`config.mk`:
```
export PLATFORM = sky130hd
export DESIGN_NAME = onewire_slot_engine
export DESIGN_NICKNAME = d
export VERILOG_FILES = /design/src/rtl/ow_pkg.sv /design/src/rtl/ow_tick.sv /design/src/rtl/ow_slot_cnt.sv /design/src/rtl/ow_sync.sv /design/src/rtl/ow_watchdog.sv /design/src/rtl/onewire_slot_engine.sv
export SDC_FILE = /design/constraint.sdc
export NUM_CORES = 1
export LEC_CHECK = 0
export ABC_AREA = 1
export BUFFER_PORTS_ARGS = -buffer_cell sky130_fd_sc_hd__buf_2
export CORE_MARGIN = 1
export CORE_UTILIZATION = 45
export CTS_CLUSTER_SIZE = 28
export DETAILED_ROUTE_END_ITERATION = 16
export GPL_TIMING_DRIVEN = 0
export SLEW_MARGIN = 10
export SYNTH_ARGS = -nofsm -noshare
export SYNTH_HDL_FRONTEND = slang
export SYNTH_SLANG_ARGS = --single-unit
export TNS_END_PERCENT = 30
```
`constraint.sdc`:
```
create_clock -name clk -period 1.6 [get_ports clk]
set_input_delay 0.24 -clock clk [delete_from_list [all_inputs] [get_ports clk]]
set_output_delay 0.24 -clock clk [all_outputs]
set_load 0.005 [all_outputs]
```
`src/rtl/ow_pkg.sv`:
```
package ow_pkg;
  typedef enum logic {
    OP_WRITE = 1'b0,
    OP_READ  = 1'b1
  } ow_op_e;

  typedef enum logic [1:0] {
    ST_IDLE = 2'd0,
    ST_WR   = 2'd1,
    ST_RLOW = 2'd2,
    ST_RD   = 2'd3
  } ow_state_e;
endpackage

```
`src/rtl/ow_tick.sv`:
```
// Microsecond tick: one pulse every DIV clocks, re-phased by clr.
module ow_tick #(
  parameter int DIV = 50
) (
  input  logic clk,
  input  logic rst_n,
  input  logic clr_i,
  output logic tick_o
);
  localparam int PW = (DIV > 1) ? $clog2(DIV) : 1;
  localparam logic [PW-1:0] LAST = PW'(DIV - 1);

  logic [PW-1:0] pre_q;

  assign tick_o = (pre_q == LAST);

  always_ff @(posedge clk or negedge rst_n) begin
    if (!rst_n)      pre_q <= '0;
    else if (clr_i)  pre_q <= '0;
    else if (tick_o) pre_q <= '0;
    else             pre_q <= pre_q + 1'b1;
  end

  assert_tick_range_R5: assert property (@(posedge clk) disable iff (!rst_n)
    pre_q <= LAST);
endmodule

```
`src/rtl/ow_slot_cnt.sv`:
```
// One-shot up counter in microsecond steps.
module ow_slot_cnt #(
  parameter int MAX_US = 70
) (
  input  logic                        clk,
  input  logic                        rst_n,
  input  logic                        clr_i,
  input  logic                        run_i,
  input  logic                        tick_i,
  output logic [$clog2(MAX_US+1)-1:0] cnt_o
);
  localparam int CW = $clog2(MAX_US + 1);

  always_ff @(posedge clk or negedge rst_n) begin
    if (!rst_n)               cnt_o <= '0;
    else if (clr_i)           cnt_o <= '0;
    else if (run_i && tick_i) cnt_o <= cnt_o + 1'b1;
  end

  assert_cnt_bound_R8: assert property (@(posedge clk) disable iff (!rst_n)
    cnt_o <= CW'(MAX_US));
endmodule

```
`src/rtl/ow_sync.sv`:
```
module ow_sync #(
  parameter int   STAGES  = 2,
  parameter logic RST_VAL = 1'b1
) (
  input  logic clk,
  input  logic rst_n,
  input  logic d_i,
  output logic q_o
);
  logic [STAGES-1:0] sh_q;

  always_ff @(posedge clk or negedge rst_n) begin
    if (!rst_n) sh_q <= {STAGES{RST_VAL}};
    else        sh_q <= {sh_q[STAGES-2:0], d_i};
  end

  assign q_o = sh_q[STAGES-1];
endmodule

```
`src/rtl/ow_watchdog.sv`:
```
module ow_watchdog #(
  parameter int LIMIT = 100000
) (
  input  logic clk,
  input  logic rst_n,
  input  logic run_i,
  output logic expire_o
);
  localparam int WW = $clog2(LIMIT);
  logic [WW-1:0] cnt_q;

  assign expire_o = run_i && (cnt_q == WW'(LIMIT - 1));

  always_ff @(posedge clk or negedge rst_n) begin
    if (!rst_n)          cnt_q <= '0;
    else if (!run_i)     cnt_q <= '0;
    else if (!expire_o)  cnt_q <= cnt_q + 1'b1;
  end
endmodule

```
`src/rtl/onewire_slot_engine.sv`:
```
module onewire_slot_engine
  import ow_pkg::*;
#(
  parameter int CLK_PER_US    = 50,
  parameter int W_SLOT_US     = 70,
  parameter int W_ONE_REL_US  = 1,
  parameter int W_ZERO_REL_US = 65,
  parameter int R_LOW_US      = 1,
  parameter int R_SAMPLE_US   = 10,
  parameter int R_SLOT_US     = 61,
  parameter int WDOG_CYC      = CLK_PER_US * 2000,
  parameter int SYNC_STAGES   = 2
) (
  input  logic clk,
  input  logic rst_n,
  input  logic req_valid_i,
  output logic req_ready_o,
  input  logic req_op_i,
  input  logic req_bit_i,
  output logic done_o,
  output logic rbit_o,
  output logic err_o,
  output logic bus_oe_o,
  input  logic bus_i
);
  localparam int MAX_US = (W_SLOT_US > R_SLOT_US) ? W_SLOT_US : R_SLOT_US;
  localparam int CW     = $clog2(MAX_US + 1);
  localparam logic [CW-1:0] W_END    = CW'(W_SLOT_US - 1);
  localparam logic [CW-1:0] W_REL1   = CW'(W_ONE_REL_US - 1);
  localparam logic [CW-1:0] W_REL0   = CW'(W_ZERO_REL_US - 1);
  localparam logic [CW-1:0] R_REL    = CW'(R_LOW_US - 1);
  localparam logic [CW-1:0] R_SMP    = CW'(R_SAMPLE_US - 1);
  localparam logic [CW-1:0] R_END    = CW'(R_SLOT_US - 1);

  ow_state_e     st_q;
  logic          wbit_q;
  logic          tick, bus_s, wd_exp;
  logic [CW-1:0] cnt;
  logic          accept, rel_edge, w_rel, w_end, r_smp, r_end;
  logic [CW-1:0] w_rel_pt;

  assign req_ready_o = (st_q == ST_IDLE);
  assign accept      = req_valid_i && req_ready_o;
  assign w_rel_pt    = wbit_q ? W_REL1 : W_REL0;
  assign rel_edge    = (st_q == ST_RLOW) && tick && (cnt == R_REL);
  assign w_rel       = (st_q == ST_WR) && tick && (cnt == w_rel_pt);
  assign w_end       = (st_q == ST_WR) && tick && (cnt == W_END);
  assign r_smp       = (st_q == ST_RD) && tick && (cnt == R_SMP);
  assign r_end       = (st_q == ST_RD) && tick && (cnt == R_END);

  ow_tick #(.DIV(CLK_PER_US)) u_tick (
    .clk(clk), .rst_n(rst_n), .clr_i(accept || rel_edge), .tick_o(tick));

  ow_slot_cnt #(.MAX_US(MAX_US)) u_cnt (
    .clk(clk), .rst_n(rst_n), .clr_i(accept || rel_edge || req_ready_o),
    .run_i(!req_ready_o), .tick_i(tick), .cnt_o(cnt));

  ow_sync #(.STAGES(SYNC_STAGES), .RST_VAL(1'b1)) u_sync (
    .clk(clk), .rst_n(rst_n), .d_i(bus_i), .q_o(bus_s));

  ow_watchdog #(.LIMIT(WDOG_CYC)) u_wdog (
    .clk(clk), .rst_n(rst_n), .run_i(!req_ready_o), .expire_o(wd_exp));

  always_ff @(posedge clk or negedge rst_n) begin
    if (!rst_n) begin
      st_q     <= ST_IDLE;
      wbit_q   <= 1'b0;
      bus_oe_o <= 1'b0;
      done_o   <= 1'b0;
      rbit_o   <= 1'b0;
      err_o    <= 1'b0;
    end else begin
      done_o <= 1'b0;
      if (wd_exp) begin
        st_q     <= ST_IDLE;
        bus_oe_o <= 1'b0;
        done_o   <= 1'b1;
        err_o    <= 1'b1;
      end else begin
        unique case (st_q)
          ST_IDLE: if (accept) begin
            err_o    <= 1'b0;
            bus_oe_o <= 1'b1;
            wbit_q   <= req_bit_i;
            st_q     <= (req_op_i == OP_READ) ? ST_RLOW : ST_WR;
          end
          ST_WR: begin
            if (w_rel) bus_oe_o <= 1'b0;
            if (w_end) begin
              bus_oe_o <= 1'b0;
              done_o   <= 1'b1;
              st_q     <= ST_IDLE;
            end
          end
          ST_RLOW: if (rel_edge) begin
            bus_oe_o <= 1'b0;
            st_q     <= ST_RD;
          end
          ST_RD: begin
            if (r_smp) rbit_o <= bus_s;
            if (r_end) begin
              done_o <= 1'b1;
              st_q   <= ST_IDLE;
            end
          end
          default: st_q <= ST_IDLE;
        endcase
      end
    end
  end

  assert_idle_released_R1: assert property (@(posedge clk) disable iff (!rst_n)
    (st_q == ST_IDLE) |-> !bus_oe_o);
  assert_low_only_on_accept_R2: assert property (@(posedge clk) disable iff (!rst_n)
    $rose(bus_oe_o) |-> $past(req_valid_i && req_ready_o));
  assert_done_single_R8: assert property (@(posedge clk) disable iff (!rst_n)
    done_o |=> !done_o);
  assert_done_idle_R8: assert property (@(posedge clk) disable iff (!rst_n)
    done_o |-> req_ready_o);
  assert_err_with_done_R9: assert property (@(posedge clk) disable iff (!rst_n)
    $rose(err_o) |-> done_o);
  assert_rbit_only_in_read_R7: assert property (@(posedge clk) disable iff (!rst_n)
    !$stable(rbit_o) |-> $past(st_q == ST_RD));
endmodule

```
==> summary.md, run 1 <==
| Metric | Value |
|---|---|
| Worst Min Path Start | `bus_i` |
| Hold path depth | `1` |
| Detailed placer's ending HPWL | `3150 µm` |
| Skew final | `0.00879 ns` |
| IO Port Bufs | `10` |
| Worst min path class | `in2reg` |
| CTS Root Cell | `clkbuf_8` |
| CP Class | `reg2reg` |
| Top_reg_cell synth | `dfrtp_1` |
| Mean Syn Cell Area | `8.30 µm²` |
| Vias in the first global route | `1745` |
| TritonCTS clock tree | `yes` |
| Top Metal Used | `met4` |
| Yosys top cell area share | `40.9%` |
| PnR worst setup slack | `-0.000774 ns` |
| Hold Buf Count CTS | `0` |
| Die Ht | `73.0 µm` |
| Antenna violations before repair | `0` |
| Total internal power | `1.97 mW` |
| Total gr overflow | `0` |
| Die ar. | `5320 µm²` |
| Sequential fraction of the synthesis area | `43.2%` |
| First-pass GRT wire length | `7990 µm` |
| Post-synth top area cell | `dfrtp_1` |
| Yosys cell types | `37` |
| Crit end category | `flop` |
| CTS sink cnt | `39` |
| Unrepaired setup endpoints after global routing | `true` |
| Worst Hold Margin | `0.0486 ns` |
| Diode count | `0` |
| R2r endpoint | `st_q[0]` |
| Syn Inst Count | `273` |
| Area grow syn2layout | `18.7%` |
| Worst-path fanout max | `6` |
| Max-cap violations | `0` |
| FF-to-FF Start | `u_wdog.cnt_q[1]` |
| Synth cell count leaders | `nand2_1 (44), dfrtp_1 (37), inv_1 (35), nor2_1 (32), nand3_1 (27)` |
| Outcome | `finished with violations` |
| Largest net degree at the start of global routing | `40` |
| Total number of vias | `1859` |
| Fin crit period | `1.60 ns` |
| Residual DRC | `0` |
| CP Launch Type | `flop` |
| I/O pin count | `11` |
| Number of synthesized flops with an enable pin | `0` |
| Setup crit start | `u_wdog.cnt_q[1]` |
| GP Congestion | `0.803` |
| Met2 WL post-DR | `2250 µm` |
| R2R cell count | `10` |
| Total global-route track usage | `19.8%` |
| Clock transition at the registers of the reported paths | `0.08 ns` |
| DR pass1 iterations | `4` |
| Final setup violation count | `1` |
| Num CTS Buffers | `5` |
| Count leader, synth | `nand2_1` |
| Clock network power share | `20.2%` |
| Post-route clock period utilization | `100%` |
| Pwr/cell area | `1180 nW/µm²` |
| Sequential power share | `38.5%` |
| Part of the power in combinational logic | `41.3%` |
| DR WL met3 | `137 µm` |
| Chip width | `73.0 µm` |
| Failing checks | `negative setup slack` |
| Area after DPL | `2400 µm²` |
| Worst hold endpoint | `u_sync.sh_q[0]` |
| Yosys warning count | `0` |
| Normalized max-slew margin | `41.4%` |
| Placed insts | `350` |
| FF+latch count, synth | `39` |
| Core Region | `4790 µm²` |
| R2R Setup Slk | `-0.0008 ns` |
| WL per Instance | `12.8 µm` |
| Worst Max-Slew Pin Slew | `0.880 ns` |
| Dominant cells by area after synthesis | `dfrtp_1 (41%), nand2_1 (7.3%), ha_1 (6.1%), nand3_1 (6.0%), inv_1 (5.8%)` |
| Via density | `5.02` |
| Worst EP arrival | `1.79 ns` |
| DRT iter0 DRCs | `65` |
| Initial Util | `47.3%` |
| Cell Area, Synth | `2270 µm²` |
| FP Rows | `25` |
| Async set or reset register ratio after synthesis | `100%` |
| Achievable clock frequency | `625 MHz` |
| Leak Pwr | `1.22 nW` |
| Clock H-tree levels | `2` |
| Cell Count, Final, Fillers Out | `370` |
| Fraction of layout cells with a size suffix above 1 | `25.4%` |
| Met1 wire length | `2250 µm` |
| Switching Share | `37.9%` |
| Post-route ant nets | `0` |
| Clock Latency Late Sink | `0.29 ns` |
| Final nets | `319` |
| Net Sw Power | `1.20 mW` |
| Final wirelength | `4730 µm` |
| Worst-case clock buffer depth | `2` |
| Peak VDD IR | `0.408 mV` |
| Mapped Nets | `290` |
| Max-slew violations | `0` |
| Design area | `2690 µm²` |
| Req. time, crit path | `1.79 ns` |
| Fin. Hold Viols | `0` |
[stage by stage]
| stage | setup TNS, ns | setup WS (ns) | total power, mW | utilization, % |
|---|---|---|---|---|
| after floorplan | 0 | 0.0311 | 1.98 | - |
| after global placement | -5.31 | -0.406 | 2.23 | 50.1 |
| after detailed placement | -5.36 | -0.397 | 2.24 | 50.1 |
| after CTS | -0.0234 | -0.0127 | 3.00 | 53.7 |
| after global routing | -0.614 | -0.113 | 3.45 | 56.2 |
| final | -0.000774 | -0.000774 | 3.17 | 56.2 |
[cells by family after synthesis]
family | share of synthesized area [%]
AOI/OAI and AO/OA | 10.4
adders and majority gates | 6.07
buffers and inverters | 7.45
and+or+nand+nor | 29.4
DFF | 43.2
xor gates and xnor gates | 3.48
[cells in the final DEF, fill, tap and decap left out, drive strengths merged]
cell type / instances
nand2: 48
inv: 39
dfrtp: 37
nor2: 37
nand3: 29
buf: 25
a21oi: 16
ha: 11
o21ai: 10
nand4: 9
nor3: 8
clkbuf: 8
xor2: 6
xnor2: 3
a31oi: 3
nor4: 2
o21a: 2
dfstp: 2
o21bai: 2
a21boi: 2
a211oi: 2
o211ai: 1
clkinv: 1
[critical path, stage by stage, from the launching register on]
cell and delay, ns:
dfrtp_1 0.37, ha_2 0.19, nand2_2 0.07, inv_4 0.09
nand2_4 0.07, nor2_4 0.15, nand4_4 0.17, a21oi_4 0.22
nand2_2 0.07, nand2_1 0.06, nand2_1 0.04
[metal layers]
layer / GRT usage, % / up-vias
met5: 0 / -
met4: 6.54 / 0
met3: 4.56 / 9
met2: 31.2 / 32
met1: 26.9 / 864
li1: - / 954
[what timing repair did]
item / in CTS / in global routing
buffers inserted: 6 / 6
endpoints found under the hold margin: 0 / 0
resized for setup: 12 / 25
pin swaps: 4 / 5
gates cloned: 0 / 0
endpoints found under the setup margin: 21 / 18
[power by group through the flow]
stage / sequential (mW) / combinational [mW] / clock, mW
floorplan: 1.23 / 0.747 / 0
global placement: 1.26 / 0.972 / 0
detailed placement: 1.26 / 0.978 / 0
CTS: 1.22 / 1.11 / 0.665
global route: 1.24 / 1.49 / 0.721
finish: 1.22 / 1.31 / 0.639
[sequential cells by signal, indices dropped and copies added (netlist names)]
register / flops
rbit_o: 1
st_q: 2
wbit_q: 1
bus_oe_o: 1
done_o: 1
u_cnt.cnt_o: 7
u_tick.pre_q: 6
u_wdog.cnt_q: 17
err_o: 1
u_sync.sh_q: 2
[worst max path at each step]
stage	slack, ns	to
2_1_floorplan	0.03	u_cnt.cnt_o[4]
3_3_place_gp	-0.41	u_cnt.cnt_o[4]
4_1_cts	-0.01	st_q[1]
6_report	-0.0008	st_q[0]
3_5_place_dp	-0.40	u_cnt.cnt_o[6]
5_1_grt	-0.11	st_q[0]
[final cells by class]
| class | instances | area (µm²) |
|---|---|---|
| Buffer | 4 | 31.3 |
| Clock buffer | 7 | 76.3 |
| Clock inverter | 1 | 5.00 |
| Fill cell | 444 | 2100 |
| Inverter | 39 | 149 |
| Multi-Input combinational cell | 191 | 1220 |
| Sequential cell | 39 | 980 |
| Tap cell | 67 | 83.8 |
| Timing Repair Buffer | 22 | 140 |
No activity file was read; power rests on OpenSTA's default activity.
==> inputs of run 2 (changes only) <==
--- a/config.mk
+++ b/config.mk
@@ -12,8 +12,10 @@
 export CTS_CLUSTER_SIZE = 28
 export DETAILED_ROUTE_END_ITERATION = 16
 export GPL_TIMING_DRIVEN = 0
+export PLACE_DENSITY = 0.65
 export SLEW_MARGIN = 10
 export SYNTH_ARGS = -nofsm -noshare
 export SYNTH_HDL_FRONTEND = slang
+export SYNTH_HIERARCHICAL = 1
 export SYNTH_SLANG_ARGS = --single-unit
 export TNS_END_PERCENT = 30
==> run 2 against run 1 <==
Against the previous run:
- the run still ends with negative setup slack left
- total power grew 6.6%
- maximum frequency down 11%
- sequential power is essentially flat
- combinational power grew 8%
- die area increased by 5.7%
- first-iteration DRC count increased by 92%
- largest cell class unchanged
- final area rose by 9.5%
- flip-flop and latch count unchanged
==> summary.md, run 2 <==
| Metric | Value |
|---|---|
| WL per Instance | `11.7 µm` |
| Worst Max-Slew Pin Slew | `0.879 ns` |
| Achievable clock frequency | `556 MHz` |
| Synth cell count leaders | `nand2_1 (86), nor2_1 (65), inv_1 (44), dfrtp_1 (37), nand3_1 (27)` |
| Clock H-tree levels | `2` |
| CP Launch Type | `flop` |
| Number of synthesized flops with an enable pin | `0` |
| Top Registers | `u_wdog/cnt_q x17, u_cnt/cnt_o x7, u_tick/pre_q x6` |
| Diode count | `0` |
| Post-route ant nets | `0` |
| DRT iter0 DRCs | `125` |
| Initial Util | `47.0%` |
| FF-to-FF Start | `st_q[1]` |
| Final setup violation count | `12` |
| Worst EP arrival | `1.98 ns` |
| Yosys top cell area share | `38.6%` |
| Cell Count, Final, Fillers Out | `447` |
| TritonCTS clock tree | `yes` |
| Pwr/cell area | `1150 nW/µm²` |
| Peak VDD IR | `0.551 mV` |
| Part of the power in combinational logic | `42.1%` |
| Final nets | `390` |
| CTS sink cnt | `39` |
| PnR worst setup slack | `-0.198 ns` |
| Async set or reset register ratio after synthesis | `100%` |
| IO Port Bufs | `10` |
| Worst-path fanout max | `6` |
| Post-route clock period utilization | `112%` |
| Worst Hold Margin | `0.0357 ns` |
| Area grow syn2layout | `22.8%` |
| Cell Area, Synth | `2400 µm²` |
| DR pass1 iterations | `4` |
| Fin. Hold Viols | `0` |
| Via density | `4.83` |
| Max reg flops | `17` |
| FF+latch count, synth | `39` |
| Dominant cells by area after synthesis | `dfrtp_1 (39%), nand2_1 (13%), nor2_1 (10%), inv_1 (6.9%), nand3_1 (5.6%)` |
| Largest net degree at the start of global routing | `40` |
| Placed insts | `417` |
| Syn Inst Count | `337` |
| Fin crit period | `1.80 ns` |
| Normalized max-slew margin | `41.4%` |
| Hold Buf Count CTS | `0` |
| Chip width | `75.0 µm` |
| Mapped Nets | `351` |
| Switching Share | `38.3%` |
| Commonest non-fill, non-tap cell in the layout | `nand2_1` |
| Top_reg_cell synth | `dfrtp_1` |
| Die Ht | `75.0 µm` |
| Fraction of layout cells with a size suffix above 1 | `25.5%` |
| Clock Latency Late Sink | `0.30 ns` |
| Die ar. | `5630 µm²` |
| Yosys cell types | `30` |
| Residual DRC | `0` |
| Skew final | `0.00751 ns` |
| Worst-case clock buffer depth | `2` |
| Req. time, crit path | `1.79 ns` |
| Max-slew violations | `0` |
| Unrepaired setup endpoints after global routing | `true` |
| I/O pin count | `11` |
| GP Congestion | `0.880` |
| Count leader, synth | `nand2_1` |
| Final Power | `3.38 mW` |
| Detailed placer's ending HPWL | `3510 µm` |
| Vias in the first global route | `1960` |
| Clock network power share | `20.9%` |
| Most frequent cells in the layout | `nand2_1 (75), nor2_1 (62), inv_1 (38), dfrtp_1 (37), nand3_1 (23)` |
| Yosys warning count | `6` |
| CTS Root Cell | `clkbuf_8` |
| Fin util | `57.7%` |
| Total gr overflow | `0` |
| Sequential fraction of the synthesis area | `40.8%` |
| Antenna violations before repair | `0` |
| Worst min path class | `in2reg` |
| Core Region | `5110 µm²` |
| Outcome | `finished with violations` |
| Worst Min Path Start | `bus_i` |
| Sequential power share | `37.1%` |
| Clock transition at the registers of the reported paths | `0.08 ns` |
| Worst slack, placed | `-0.593 ns` |
| Setup crit start | `st_q[1]` |
| Filler cell count | `490` |
| Total number of vias | `2160` |
| Leak Pwr | `1.45 nW` |
| Mean Syn Cell Area | `7.12 µm²` |
| First-pass GRT wire length | `8630 µm` |
| Total internal power | `2.08 mW` |
| CP Class | `reg2reg` |
| Max-cap violations | `0` |
| Post-synth top area cell | `dfrtp_1` |
| Failing checks | `negative setup slack` |
| Largest Register | `u_wdog/cnt_q` |
| Num CTS Buffers | `5` |
| Final wirelength | `5230 µm` |
| FP Rows | `26` |
| Net Sw Power | `1.29 mW` |
| Total global-route track usage | `20.6%` |
| R2R Setup Slk | `-0.20 ns` |
| Crit end category | `flop` |
[run 2: cell count changes after synthesis, moves of 4 or more]
cell | previous run | this run
nand2_2 | 3 | 7
a21oi_1 | 15 | 8
nor2_4 | 4 | 0
o21ai_0 | 9 | 5
nand2_1 | 44 | 86
inv_1 | 35 | 44
nor2_2 | 1 | 6
nor2_1 | 32 | 65
[run 2: power by group through the flow]
stage / registers (mW) / logic, mW / clock network [mW]
after global placement: 1.29 / 1.08 / 0
final: 1.25 / 1.42 / 0.705
after global routing: 1.27 / 1.62 / 0.761
after floorplan: 1.26 / 0.868 / 0
after detailed placement: 1.29 / 1.10 / 0
after CTS: 1.25 / 1.27 / 0.729
[run 2: repair_timing]
item,in CTS,in global routing
resized for setup,13,25
gates cloned,0,0
hold endpoints to repair,0,0
pin swaps,7,6
setup endpoints to repair,9,24
buffers inserted,16,6
[run 2: final timing paths]
| check | endpoint | cells past startpoint |
|---|---|---|
| min in group asynchronous | u_cnt/cnt_o[4] | 1 |
| worst max-delay path | st_q[1] | 16 |
| worst max register to register | st_q[1] | 16 |
| max in group asynchronous | u_wdog/cnt_q[7] | 1 |
| worst min register to register | u_sync/sh_q[1] | 0 |
| worst min-delay path | u_sync/sh_q[0] | 1 |
[run 2: critical path: stages (launching register included)]
cell and delay [ns]:
dfrtp_1 0.38, inv_2 0.06, ha_4 0.16, clkinv_4 0.04, nand2_2 0.05, inv_2 0.05, nand2_2 0.05, nor2_4 0.10
nand2_2 0.07, nor2_4 0.15, inv_4 0.07, nand2_2 0.06, o21bai_4 0.11, and2_4 0.18, nand2_4 0.05, nand2_2 0.06
nand2_2 0.04
[run 2: cell families (layout without fill, tap and decap cells)]
logic type,Yosys count,in the layout,synth area share [%]
and+or+nand+nor,214,214,39.7
buffers and inverters,49,89,7.82
DFF,39,39,40.8
AOI/OAI and AO/OA,21,21,5.22
adders and majority gates,8,8,4.17
xor gates and xnor gates,5,5,1.83
muxes,1,1,0.469
[run 2: layout make-up]
| cell class | count | area [µm²] | area share [%] |
|---|---|---|---|
| Buffer | 1 | 3.75 | 0.127 |
| Inverter | 48 | 193 | 6.54 |
| Tap cell | 70 | 87.6 | 2.97 |
| Sequential cell | 39 | 978 | 33.2 |
| Clock inverter | 1 | 5.00 | 0.170 |
| Multi-Input combinational cell | 249 | 1370 | 46.5 |
| Clock buffer | 7 | 86.3 | 2.93 |
| Timing Repair Buffer | 32 | 223 | 7.56 |
[run 2: routing by layer]
metal,GRT usage [%],wire [µm],up-vias
met2,33.9,2450,41
met5,0,0,-
li1,-,-,1134
met3,2.81,149,11
met4,8.60,110,0
met1,27.2,2520,974
[run 2: metrics by stage]
stage	setup TNS (ns)	area, µm²
global placement	-2.73	2560
finish	-1.13	2950
global route	-2.63	2950
detailed placement	-2.99	2560
CTS	-0.888	2810
floorplan	-1.25	2420
